<file path="src/rtl/pwb_pkg.sv">
package pwb_pkg;
   typedef enum logic [1:0] {
      TXN_READ = 2'd0,
      TXN_HOLD = 2'd1,
      TXN_QUEUE = 2'd2
   } pwb_txn_e;

   typedef enum logic {
      RS_IDLE = 1'b0,
      RS_WAIT = 1'b1
   } pwb_rd_e;
endpackage

</file>
<file path="src/rtl/pwb_queue.sv">
module pwb_queue #(
   parameter int AW = 16,
   parameter int DW = 32,
   parameter int DEPTH = 4
) (
   input  logic          clk,
   input  logic          rst_n,
   input  logic          push,
   input  logic [AW-1:0] push_addr,
   input  logic [DW-1:0] push_data,
   input  logic          pop,
   output logic          full,
   output logic          empty,
   output logic [AW-1:0] head_addr,
   output logic [DW-1:0] head_data,
   input  logic [AW-1:0] q_addr,
   output logic          q_hit,
   output logic [DW-1:0] q_data
);
   localparam int PW = $clog2(DEPTH);

   logic [AW-1:0] addr_q [DEPTH];
   logic [DW-1:0] data_q [DEPTH];
   logic [PW-1:0] wp, rp;
   logic [PW:0]   cnt;

   always_ff @(posedge clk) begin
      if (!rst_n) begin
         wp  <= '0;
         rp  <= '0;
         cnt <= '0;
      end else begin
         if (push) wp <= wp + 1'b1;
         if (pop)  rp <= rp + 1'b1;
         case ({push, pop})
            2'b10:   cnt <= cnt + 1'b1;
            2'b01:   cnt <= cnt - 1'b1;
            default: cnt <= cnt;
         endcase
      end
   end

   always_ff @(posedge clk) begin
      if (push) begin
         addr_q[wp] <= push_addr;
         data_q[wp] <= push_data;
      end
   end

   assign full      = (cnt == (PW+1)'(DEPTH));
   assign empty     = (cnt == '0);
   assign head_addr = addr_q[rp];
   assign head_data = data_q[rp];

   // Walk from oldest to newest; a later match overrides, so the youngest wins.
   always_comb begin
      logic [PW-1:0] idx;
      idx    = '0;
      q_hit  = 1'b0;
      q_data = '0;
      for (int k = 0; k < DEPTH; k++) begin
         idx = rp + PW'(k);
         if (((PW+1)'(k) < cnt) && (addr_q[idx] == q_addr)) begin
            q_hit  = 1'b1;
            q_data = data_q[idx];
         end
      end
   end
endmodule

</file>
<file path="src/rtl/pwb_hold.sv">
module pwb_hold #(
   parameter int AW = 16,
   parameter int DW = 32,
   parameter int WORDS = 4,
   parameter bit ENABLE = 1'b1,
   localparam int OW = $clog2(WORDS),
   localparam int BW = AW - OW
) (
   input  logic             clk,
   input  logic             rst_n,
   input  logic             load,
   input  logic [BW-1:0]    load_blk,
   input  logic [WORDS*DW-1:0] load_data,
   input  logic             word_done,
   output logic             can_load,
   output logic             busy,
   output logic [AW-1:0]    cur_addr,
   output logic [DW-1:0]    cur_data,
   input  logic [AW-1:0]    q_addr,
   output logic             q_hit,
   output logic [DW-1:0]    q_data
);
   generate
      if (ENABLE) begin : g_hold
         logic          vld;
         logic [BW-1:0] blk;
         logic [OW-1:0] wi;
         logic [DW-1:0] words [WORDS];

         always_ff @(posedge clk) begin
            if (!rst_n) begin
               vld <= 1'b0;
               wi  <= '0;
            end else if (load) begin
               vld <= 1'b1;
               wi  <= '0;
            end else if (word_done) begin
               wi <= wi + 1'b1;
               if (wi == OW'(WORDS-1)) vld <= 1'b0;
            end
         end

         always_ff @(posedge clk) begin
            if (load) begin
               blk <= load_blk;
               for (int k = 0; k < WORDS; k++) words[k] <= load_data[k*DW +: DW];
            end
         end

         assign can_load = !vld;
         assign busy     = vld;
         assign cur_addr = {blk, wi};
         assign cur_data = words[wi];
         assign q_hit    = vld && (q_addr[AW-1:OW] == blk);
         assign q_data   = words[q_addr[OW-1:0]];
      end else begin : g_none
         assign can_load = 1'b0;
         assign busy     = 1'b0;
         assign cur_addr = '0;
         assign cur_data = '0;
         assign q_hit    = 1'b0;
         assign q_data   = '0;
      end
   endgenerate
endmodule

</file>
<file path="src/rtl/posted_wbuf.sv">
module posted_wbuf #(
   parameter int AW = 16,
   parameter int DW = 32,
   parameter int DEPTH = 4,
   parameter int BLK_WORDS = 4,
   parameter bit HOLD_EN = 1'b1,
   localparam int OW = $clog2(BLK_WORDS),
   localparam int BW = AW - OW
) (
   input  logic                  clk,
   input  logic                  rst_n,
   input  logic                  wr_valid,
   output logic                  wr_ready,
   input  logic [AW-1:0]         wr_addr,
   input  logic [DW-1:0]         wr_data,
   input  logic                  rd_valid,
   output logic                  rd_ready,
   input  logic [AW-1:0]         rd_addr,
   output logic                  rd_resp_valid,
   output logic [DW-1:0]         rd_resp_data,
   input  logic                  ev_valid,
   output logic                  ev_ready,
   input  logic [BW-1:0]         ev_blk,
   input  logic [BLK_WORDS*DW-1:0] ev_data,
   output logic                  mem_req,
   output logic                  mem_we,
   output logic [AW-1:0]         mem_addr,
   output logic [DW-1:0]         mem_wdata,
   input  logic                  mem_ack,
   input  logic [DW-1:0]         mem_rdata
);
   import pwb_pkg::*;

   generate
      if (DEPTH < 2 || (DEPTH & (DEPTH - 1)) != 0) begin : g_bad_depth
         $error("posted_wbuf: DEPTH must be a power of two, at least 2");
      end
      if (BLK_WORDS < 2 || (BLK_WORDS & (BLK_WORDS - 1)) != 0) begin : g_bad_blk
         $error("posted_wbuf: BLK_WORDS must be a power of two, at least 2");
      end
      if (AW <= OW || DW < 1) begin : g_bad_width
         $error("posted_wbuf: AW must exceed the block offset width");
      end
   endgenerate

   logic          q_full, q_empty, q_hit, h_hit, h_busy, h_can_load;
   logic [AW-1:0] q_head_addr, h_cur_addr;
   logic [DW-1:0] q_head_data, q_fwd, h_cur_data, h_fwd;
   logic          fifo_push, fifo_pop, ev_load, hold_step;

   logic          txn_act;
   pwb_txn_e      txn_kind;
   pwb_rd_e       rd_st;
   logic [AW-1:0] rd_addr_q;
   logic          rd_take, rd_hit;

   assign wr_ready  = !q_full;
   assign fifo_push = wr_valid && wr_ready;
   assign ev_ready  = h_can_load && q_empty;
   assign ev_load   = ev_valid && ev_ready;
   assign fifo_pop  = txn_act && mem_ack && (txn_kind == TXN_QUEUE);
   assign hold_step = txn_act && mem_ack && (txn_kind == TXN_HOLD);

   pwb_queue #(.AW(AW), .DW(DW), .DEPTH(DEPTH)) queue_i (
      .clk       (clk),
      .rst_n     (rst_n),
      .push      (fifo_push),
      .push_addr (wr_addr),
      .push_data (wr_data),
      .pop       (fifo_pop),
      .full      (q_full),
      .empty     (q_empty),
      .head_addr (q_head_addr),
      .head_data (q_head_data),
      .q_addr    (rd_addr),
      .q_hit     (q_hit),
      .q_data    (q_fwd)
   );

   pwb_hold #(.AW(AW), .DW(DW), .WORDS(BLK_WORDS), .ENABLE(HOLD_EN)) hold_i (
      .clk       (clk),
      .rst_n     (rst_n),
      .load      (ev_load),
      .load_blk  (ev_blk),
      .load_data (ev_data),
      .word_done (hold_step),
      .can_load  (h_can_load),
      .busy      (h_busy),
      .cur_addr  (h_cur_addr),
      .cur_data  (h_cur_data),
      .q_addr    (rd_addr),
      .q_hit     (h_hit),
      .q_data    (h_fwd)
   );

   // Memory transaction: one at a time, read miss first, then held block, then queue.
   always_ff @(posedge clk) begin
      if (!rst_n) begin
         txn_act  <= 1'b0;
         txn_kind <= TXN_READ;
      end else if (txn_act) begin
         if (mem_ack) txn_act <= 1'b0;
      end else if (rd_st == RS_WAIT) begin
         txn_act  <= 1'b1;
         txn_kind <= TXN_READ;
      end else if (h_busy) begin
         txn_act  <= 1'b1;
         txn_kind <= TXN_HOLD;
      end else if (!q_empty) begin
         txn_act  <= 1'b1;
         txn_kind <= TXN_QUEUE;
      end
   end

   always_comb begin
      mem_req = txn_act;
      mem_we  = txn_act && (txn_kind != TXN_READ);
      case (txn_kind)
         TXN_HOLD: begin
            mem_addr  = h_cur_addr;
            mem_wdata = h_cur_data;
         end
         TXN_QUEUE: begin
            mem_addr  = q_head_addr;
            mem_wdata = q_head_data;
         end
         default: begin
            mem_addr  = rd_addr_q;
            mem_wdata = '0;
         end
      endcase
   end

   // Read port: forward from the buffer or wait for one memory read.
   assign rd_ready = (rd_st == RS_IDLE);
   assign rd_take  = rd_valid && rd_ready;
   assign rd_hit   = q_hit || h_hit;

   always_ff @(posedge clk) begin
      if (!rst_n) begin
         rd_st         <= RS_IDLE;
         rd_addr_q     <= '0;
         rd_resp_valid <= 1'b0;
         rd_resp_data  <= '0;
      end else begin
         rd_resp_valid <= 1'b0;
         if (rd_take) begin
            if (rd_hit) begin
               rd_resp_valid <= 1'b1;
               rd_resp_data  <= q_hit ? q_fwd : h_fwd;
            end else begin
               rd_st     <= RS_WAIT;
               rd_addr_q <= rd_addr;
            end
         end else if (rd_st == RS_WAIT && txn_act && txn_kind == TXN_READ && mem_ack) begin
            rd_st         <= RS_IDLE;
            rd_resp_valid <= 1'b1;
            rd_resp_data  <= mem_rdata;
         end
      end
   end
endmodule

</file>
<file path="config.mk">
export PLATFORM = sky130hd
export DESIGN_NAME = posted_wbuf
export DESIGN_NICKNAME = d
export VERILOG_FILES = /design/src/rtl/pwb_pkg.sv /design/src/rtl/pwb_queue.sv /design/src/rtl/pwb_hold.sv /design/src/rtl/posted_wbuf.sv
export SDC_FILE = /design/constraint.sdc
export NUM_CORES = 1
export LEC_CHECK = 0
export ABC_CLOCK_PERIOD_IN_PS = 4850
export BUFFER_PORTS_ARGS = -buffer_cell sky130_fd_sc_hd__buf_2
export CAP_MARGIN = 20
export CORE_ASPECT_RATIO = 1.1
export CORE_MARGIN = 2
export CORE_UTILIZATION = 35
export CTS_CLUSTER_SIZE = 14
export DETAILED_ROUTE_END_ITERATION = 7
export PLACE_DENSITY = 0.61
export SLEW_MARGIN = 25
export SYNTH_ARGS = -nofsm -noshare
export SYNTH_HDL_FRONTEND = slang
export SYNTH_HIERARCHICAL = 1
export SYNTH_SLANG_ARGS = --single-unit
</file>
<file path="constraint.sdc">
create_clock -name clk -period 4.85 [get_ports clk]
set_clock_uncertainty 0.05 [all_clocks]
set_input_delay 0.2425 -clock clk [delete_from_list [all_inputs] [get_ports clk]]
set_output_delay 0.2425 -clock clk [all_outputs]
set_load 0.03 [all_outputs]
</file>
# Word-level counts from Yosys, hierarchy flattened
# Memory sizes are Yosys's and may differ from the RTL's. A register that Yosys moved wholly into a read port is not among the register bits.
# Index checks and enable logic that the tools add are counted.
# Widths: inputs -> output; s select.
word_totals:
  register_bits: 77
  latch_bits: 0
  ramBits: 320
  romBits: 0
  inputBits: 244
  wordCells: 118
  memories: 3
memory_table:
  columns: ["name", "words", "word_bits", "rd", "rd_ports_with_merged_regs", "wr", "line_no", "rtl"]
  rows:
  - ["hold_i.g_hold.words", 4, 32, 2, 1, 4, "pwb_hold.sv:28", "logic [DW-1:0] words [WORDS];"]
  - ["queue_i.data_q", 4, 32, 4, 1, 1, "pwb_queue.sv:23", "logic [DW-1:0] data_q [DEPTH];"]
  - ["queue_i.addr_q", 4, 16, 4, 1, 1, "pwb_queue.sv:22", "logic [AW-1:0] addr_q [DEPTH];"]
classes:
  addsub: 7
  n_mul: 0
  div: 0
  magnitude_cmp: 4
  eq_ne: 14
  n_shift: 0
  n_mux: 42
  bitwise: 4
  reduce_logical: 32
op_table:
  columns: ["op", "n"]
  rows:
  - ["$mux 32", 8]
  - ["$eq 16x16->1", 4]
  - ["$pmux 32 s2", 1]
  - ["$pmux 16 s2", 1]
  - ["$mux 1", 22]
  - ["$mux 2", 9]
  - ["$logic_and 1x1->1", 16]
  - ["$eq 14x14->1", 1]
  - ["$reduce_and 2->1", 5]
  - ["$reduce_bool 2->1", 5]
  - ["$add 2x1->2 const B", 3]
  - ["$eq 2x2->1 const B", 3]
  - ["$lt 1x3->1 const A", 2]
  - ["$lt 2x3->1 const A", 2]
  - ["$pmux 3 s2", 1]
  - ["$add 2x2->2 const B", 2]
  - ["$eq 2x1->1 const B", 2]
  - ["$not 1->1", 4]
  - ["$add 3x1->3 const B", 1]
  - ["$eq 3x3->1 const B", 1]
  - ["$logic_not 3->1", 1]
  - ["$ne 3x1->1 const B", 1]
  - ["$sub 3x1->3 const B", 1]
  - ["$logic_not 1->1", 2]
  - ["5 further kinds", 5]

# Longest topological paths before layout
# Gate-level depths: netlist (run 1).
# An unclocked memory read counts as a cell.
depth:
  word_depth: 10
  mapped_depth: 17

# By module
# Netlist (run 1), hierarchy kept.
by_module_without_submodules:
  columns: ["mod", "n_inst", "cells_each", "area_each_um2", "seq_area_each_um2"]
  rows:
  - ["pwb_queue", 1, 851, 13166.4, 5945.7]
  - ["pwb_hold", 1, 255, 6213.5, 4364.2]
  - ["posted_wbuf", 1, 468, 3846.2, 1061.0]

# Least setup slack after synthesis (run 1)
# No wires, ideal clock.
synth_path:
  path_type: "register to register"
  from: "reg queue_i.cnt[0]"
  to: "reg (tool-made name)"
  setup_time_ns: 0.122
  arrival_ns: 4.604
  path_slack_ns: 0.074
  path_stages_with_launch: 7
  n_path_buf: 0
  cell_sequence: "dfxtp_1 inv_1 ha_1 nor2b_1 and3_1 nand2b_1 nor2_1"
synth_lines:
  columns: ["item", "line_no", "rtl"]
  rows:
  - ["from (decl)", "pwb_queue.sv:25", "logic [PW:0] cnt;"]
  - ["from (signal assigned)", "pwb_queue.sv:36", "2'b10: cnt <= cnt + 1'b1;"]
  - ["from (signal assigned)", "pwb_queue.sv:37", "2'b01: cnt <= cnt - 1'b1;"]
  - ["from (signal assigned)", "pwb_queue.sv:38", "default: cnt <= cnt;"]

# Worst setup path in the final report (run 1)
layout_path:
  from: "reg queue_i.rp[1]"
  to: "reg rd_resp_data[29]"
layout_between:
  elab_chain_cells: 10
layout_lines:
  columns: ["item", "line_no", "rtl"]
  rows:
  - ["from (decl)", "pwb_queue.sv:24", "logic [PW-1:0] wp, rp;"]
  - ["from (signal assigned)", "pwb_queue.sv:34", "if (pop) rp <= rp + 1'b1;"]
  - ["$add 2x1->2", "pwb_queue.sv:62", "idx = rp + PW'(k);"]
  - ["$mem_v2 4x16", null, null]
  - ["$eq 16x16->1", "pwb_queue.sv:63", "if (((PW+1)'(k) < cnt) && (addr_q[idx] == q_addr)) begin"]
  - ["$logic_and 1x1->1", "pwb_queue.sv:63", null]
  - ["$mux 32 (2 in series)", "pwb_queue.sv:63", null]
  - ["$mux 32 *", "pwb_queue.sv:63", null]
  - ["net q_fwd[29]", "posted_wbuf.sv:48", "logic [DW-1:0] q_head_data, q_fwd, h_cur_data, h_fwd;"]
  - ["$mux 32 *", "posted_wbuf.sv:150", "rd_resp_data <= q_hit ? q_fwd : h_fwd;"]
  - ["$mux 32 *", "posted_wbuf.sv:148", "if (rd_hit) begin"]
  - ["$mux 32 *", "posted_wbuf.sv:147", "if (rd_take) begin"]
  - ["to (signal assigned)", "posted_wbuf.sv:150", null]
  - ["to (signal assigned)", "posted_wbuf.sv:158", "rd_resp_data <= mem_rdata;"]
  - ["to (decl)", "posted_wbuf.sv:20", "output logic [DW-1:0] rd_resp_data,"]
# Mark *: on every way through the listed nets, which the timed path passes. The rest lies on a longest branch. The select of a mux whose other input is x is not followed.
# A chain may end at the register's enable or synchronous reset.

==> results.json, run 1 <==
{
  "ys_types": 53,
  "critPathSlowestCell": "buf_4",
  "synth.area.top_cells": "edfxtp_1, mux4_2, dfxtp_1",
  "crit_required_ps": 5290,
  "final.min_clock_period_ps": 4430,
  "synth_area_um2": 23200,
  "path_class": "flop to flop",
  "ios": 330,
  "drt_wl_total_um": 75300,
  "wl_per_cell_um": 25.4,
  "cts_buffers": 47,
  "fin_nets": 2328,
  "cts-root-buf": "clkbuf_16",
  "antenna_found_initial": 4,
  "viasPerCell": 5.82,
  "p_int_mw": 6.80,
  "gr-total-overflow": 0,
  "p_seq_frac": 0.449,
  "combinationalPowerShare": 0.172,
  "met2_usage": 0.372,
  "avgSynthCellArea_um2": 14.8,
  "cpPeakStageDelay_ps": 720,
  "rsz0062_at_grt": "false",
  "layout_commonest_cell": "edfxtp_1",
  "firstDrtPassIters": 5,
  "drv_cap": 0,
  "mostFrequentLayoutCells": "edfxtp_1, buf_2, mux4_2, dlygate4sd3_1, nand2_1",
  "cts_tree": "done",
  "track_usage": 0.216,
  "p_sw_frac": 0.270,
  "ctsResizeCount": 0,
  "synth_edf_count": 334,
  "async_flop_share": 0,
  "cts_setup_buffers": 0,
  "crit_top_cell": "buf_4",
  "crit_family": "buffers and inverters",
  "crit_arrival_ps": 4870,
  "seq_area_frac_synth": 0.490,
  "grt_pass1_wl_um": 112000,
  "finalCritPeriodShare": 0.914,
  "gp_congestion": 0.843,
  "clkLatencyLatePin_ps": 600,
  "timing.critical_path.cells": "buf_4 -> buf_4 -> mux4_2 -> xnor2_1 -> nand3_4 -> buf_4 -> nor2_1 -> o31ai_1 -> a211oi_1 -> o41ai_1",
  "ys.flop_type": "edfxtp_1",
  "p_total_mw": 9.30,
  "drcViolationCount": 0,
  "ys_warn_count": 6,
  "vdd_ir_drop_max_mv": 0.274,
  "cp_max_fo": 64,
  "rows": 99,
  "drtIter0Drc": 1488,
  "tightest_slew_ps": 1010,
  "power_frac_clock": 0.379,
  "die_area_um2": 68400,
  "hold_slack_ps": 61.8,
  "numPortBuffers": 329,
  "yosysTopAreaCellShare": 0.432,
  "grt_pass1_vias": 17900,
  "yosysTopAreaCell": "edfxtp_1",
  "finalHoldViolCount": 0,
  "ant_nets": 0,
  "ctsHtreeMaxLevel": 2,
  "p_sw_mw": 2.51,
  "crit_buf_inv": 3,
  "cts.sinks": 401,
  "hpwl_um": 48800,
  "busiest_layer": "met2",
  "p_per_area_nw_per_um2": 316,
  "use_met1": 0.271,
  "setup_viol": 0,
  "status": "completed",
  "clock.fmax_mhz": 226,
  "power.leakage_nw": 9.94,
  "end_kind": "flop",
  "start_util": 0.352,
  "drive_gt1_frac": 0.360,
  "clk_pin_slew_ps": 60,
  "fin_tns_setup_ps": 0,
  "synth_nets": 1832,
  "core_area_um2": 66000,
  "grt_start_max_net_pins": 67,
  "n_antenna_cell": 0,
  "max-clock-path-buffers": 3,
  "worstHoldPathType": "input port to flop",
  "die_h_um": 274,
  "use_met3": 0.0554,
  "fp.dieW_um": 250,
  "areaGrowthSynthToFinish_pct": 26.7,
  "startpoint_type": "flop",
  "finalMaxSlewViolations": 0,
  "ys_seq_elements": 401,
  "slew_headroom": 0.327,
  "synth_cells": 1574,
  "num_vias": 17300
}
[flip-flops by register name, indices dropped and copies added (netlist names), named ones only]
| signal | cells |
|---|---|
| queue_i/data_q | 128 |
| mem_req | 1 |
| hold_i/g_hold.blk | 14 |
| hold_i/busy | 1 |
| rd_addr_q | 16 |
| rd_resp_valid | 1 |
| queue_i/wp | 2 |
| rd_st | 1 |
| queue_i/addr_q | 64 |
| queue_i/cnt | 3 |
| rd_resp_data | 32 |
| txn_kind | 2 |
| hold_i/g_hold.wi | 2 |
| queue_i/rp | 2 |
| hold_i/g_hold.words | 128 |
[final timing paths]
| check | from | end | slack [ps] | depth (start not counted) |
|---|---|---|---|---|
| min | mem_rdata[31] | rd_resp_data[31] | 60 | 3 |
| max | queue_i/rp[1] | rd_resp_data[29] | 420 | 10 |
| min reg2reg | rd_addr_q[14] | rd_addr_q[14] | 400 | 2 |
| max reg2reg | queue_i/rp[1] | rd_resp_data[29] | 420 | 10 |
[layout make-up]
class / count / area [um^2]
Clock buffer: 67 / 1300
Multi-Input combinational cell: 998 / 11000
Tap cell: 858 / 1070
Inverter: 15 / 56.3
Sequential cell: 401 / 11400
Timing Repair Buffer: 607 / 4450
Fill cell: 5805 / 36600
Clock inverter: 20 / 204
[layer usage]
layer	wire (um)	share of wire
met4	1520	0.020
met3	7050	0.094
met5	35	0.00046
met1	29400	0.39
met2	37400	0.50
[per-stage QoR]
stage          utilization  cells  setup slack [ps]  cell area (um^2)
6_report             0.446   2966               418             29400
5_1_grt              0.446   2966              6.03             29400
4_1_cts              0.445   2965               343             29400
3_5_place_dp         0.387   2643               385             25500
3_3_place_gp         0.387   2643               506             25500
2_1_floorplan            -   1574              74.4             23200
[synth_stat cells (11+ instances only)]
cell type / instances
edfxtp_1: 334
mux4_2: 239
nand2_1: 108
nor2_1: 92
clkbuf_1: 75
nor2b_1: 69
dfxtp_1: 67
xnor2_1: 66
a22oi_1: 49
buf_2: 39
a21oi_1: 38
nand3_1: 38
a211oi_1: 34
o2111ai_1: 34
mux2i_1: 33
o311a_1: 33
o41ai_2: 29
buf_6: 21
o31ai_2: 20
inv_1: 15
ha_1: 14
xor2_1: 14
and2_1: 13
nand4_1: 12
o31ai_1: 12
buf_1: 11
[power by group through the flow]
stage               clock, mW  combinational (mW)  sequential (mW)
global placement            0                1.41             4.23
global route             3.72                1.70             4.21
detailed placement          0                1.42             4.25
CTS                      3.59                1.59             4.18
floorplan                   0               0.923             4.22
finish                   3.53                1.60             4.18
[worst reg2reg max path: cells and delay by family, from the launching register on]
family	cells	cell delay, ps
DFF	1	530
AOI/OAI and AO/OA	3	890
buffers and inverters	3	2000
and+or+nand+nor	2	250
xor gates and xnor gates	1	170
muxes	1	430
[kinds of logic after synthesis]
logic type	Yosys count	share of synthesized area
simple gates	356	0.0752
mux	276	0.250
buf+inv	175	0.0427
compound gates	272	0.104
flops	401	0.490
fa+ha+maj	14	0.00754
xor+xnor	80	0.0302
[what timing repair did]
action                     in CTS  in global routing
hold buffers                  235                  0
hold endpoints to repair      379                  0
setup endpoints to repair       0                  0
No activity file was read; power rests on OpenSTA's default activity.
==> run 2: changes to the inputs <==
==> constraint.sdc (replaced) <==
create_clock -name clk -period 4.85 [get_ports clk]
set_clock_uncertainty 0.05 [all_clocks]
set_input_delay 0.7275 -clock clk [delete_from_list [all_inputs] [get_ports clk]]
set_output_delay 0.7275 -clock clk [all_outputs]
set_load 0.03 [all_outputs]
==> results.json, run 2 (synthesis results as in run 1) <==
{
  "status": "completed",
  "hold_slack_ps": 254,
  "clkLatencyLatePin_ps": 600,
  "num_vias": 16400,
  "slew_headroom": 0.267,
  "ctsResizeCount": 0,
  "wl_per_cell_um": 26.9,
  "use_met3": 0.0455,
  "drcViolationCount": 0,
  "cp_max_fo": 64,
  "hpwl_um": 49300,
  "met2_usage": 0.342,
  "path_class": "flop to flop",
  "layout_commonest_cell": "edfxtp_1",
  "finalHoldViolCount": 0,
  "p_per_area_nw_per_um2": 343,
  "clock.fmax_mhz": 225,
  "cpPeakStageDelay_ps": 730,
  "drv_cap": 0,
  "timing.critical_path.cells": "mux4_2 -> xnor2_1 -> nand4_1 -> or4_1 -> nor4_2 -> buf_4 -> o31ai_2 -> a211oi_1 -> o41ai_2",
  "use_met1": 0.280,
  "setup_viol": 0,
  "grt_pass1_wl_um": 108000,
  "cts_buffers": 49,
  "crit_family": "simple AND/OR/NAND/NOR gates",
  "crit_buf_inv": 1,
  "fillers": 6011,
  "cts.sinks": 401,
  "cts_tree": "done",
  "r2r_setup_slack_ps": 400,
  "firstDrtPassIters": 5,
  "busiest_layer": "met2",
  "crit_required_ps": 5250,
  "start_util": 0.352,
  "vdd_ir_drop_max_mv": 0.269,
  "drtIter0Drc": 1495,
  "die_h_um": 274,
  "clk_pin_slew_ps": 60,
  "antenna_found_initial": 26,
  "finalCritPeriodShare": 0.918,
  "tightest_slew_ps": 1100,
  "max-clock-path-buffers": 3,
  "viasPerCell": 6.00,
  "cts_hold_buf": 0,
  "fin_nets": 2089,
  "ctsHtreeMaxLevel": 2,
  "die_area_um2": 68400,
  "ios": 330,
  "drive_gt1_frac": 0.405,
  "core_area_um2": 66000,
  "critPathSlowestCell": "dfxtp_4",
  "finalMaxSlewViolations": 0,
  "fp.dieW_um": 250,
  "end_kind": "flop",
  "rsz0062_at_grt": "false",
  "rows": 99,
  "gr-total-overflow": 0,
  "mostFrequentLayoutCells": "edfxtp_1, buf_2, mux4_2, nand2_1, nor2_1",
  "track_usage": 0.210,
  "top_regs": "hold_i/g_hold.words x128, queue_i/data_q x128, queue_i/addr_q x64",
  "drt_wl_total_um": 73700,
  "gp_congestion": 0.871,
  "startpoint_type": "flop",
  "crit_arrival_ps": 4850,
  "areaGrowthSynthToFinish_pct": 16.7,
  "numPortBuffers": 329,
  "final.min_clock_period_ps": 4450,
  "cts_setup_buffers": 0,
  "ant_nets": 0,
  "grt_start_max_net_pins": 72,
  "cts-root-buf": "clkbuf_16",
  "fin_tns_setup_ps": 0,
  "grt_pass1_vias": 16400,
  "worstHoldPathType": "input port to flop",
  "power.leakage_nw": 8.96
}
run 2: routing by layer:
metal,wire [um],vias to the layer above
met1,30600,8500
met4,2160,14
met2,35100,818
met3,5780,153
met5,103,-
li1,-,6956
run 2: power breakdown:
part	internal (mW)	switching (mW)	total [mW]
sequential	4.02	0.162	4.18
clock	2.21	1.48	3.69
combinational	0.563	0.868	1.43
total	6.79	2.51	9.30
run 2: worst paths after layout:
path	from	end	cells after the start
hold reg to reg	rd_addr_q[6]	rd_addr_q[6]	2
setup reg to reg	queue_i/rp[1]	rd_resp_data[9]	9
setup / recovery	queue_i/rp[1]	rd_resp_data[9]	9
hold / removal	ev_data[86]	hold_i/g_hold.words[2][22]	1
run 2: layout make-up:
cell class                      instances  area [um^2]  share of cell area
Inverter                               15         56.3             0.00208
Timing Repair Buffer                  366         1980              0.0729
Tap cell                              858         1070              0.0396
Clock buffer                           60         1330              0.0491
Antenna cell                            9         22.5            0.000831
Multi-Input combinational cell        998        11000               0.405
Clock inverter                         32          283              0.0104
Sequential cell                       401        11400               0.420
run 2: per-stage QoR:
stage / area (um^2) / util / power [mW] / instances / worst slack, ps
6_report: 27100 / 0.410 / 9.30 / 2739 / 396
5_1_grt: 27100 / 0.410 / 9.64 / 2737 / 152
4_1_cts: 27100 / 0.410 / 9.37 / 2730 / 385
3_5_place_dp: 25500 / 0.386 / 5.67 / 2638 / 402
3_3_place_gp: 25500 / 0.386 / 5.64 / 2638 / 373
2_1_floorplan: 23200 / - / 5.15 / 1574 / 74.4
run 2: worst reg2reg max path: stages, from the launching register on:
cell,delay [ps]
dfxtp_4,730
mux4_2,610
xnor2_1,280
nand4_1,130
or4_1,560
nor4_2,370
buf_4,730
o31ai_2,250
a211oi_1,500
o41ai_2,100
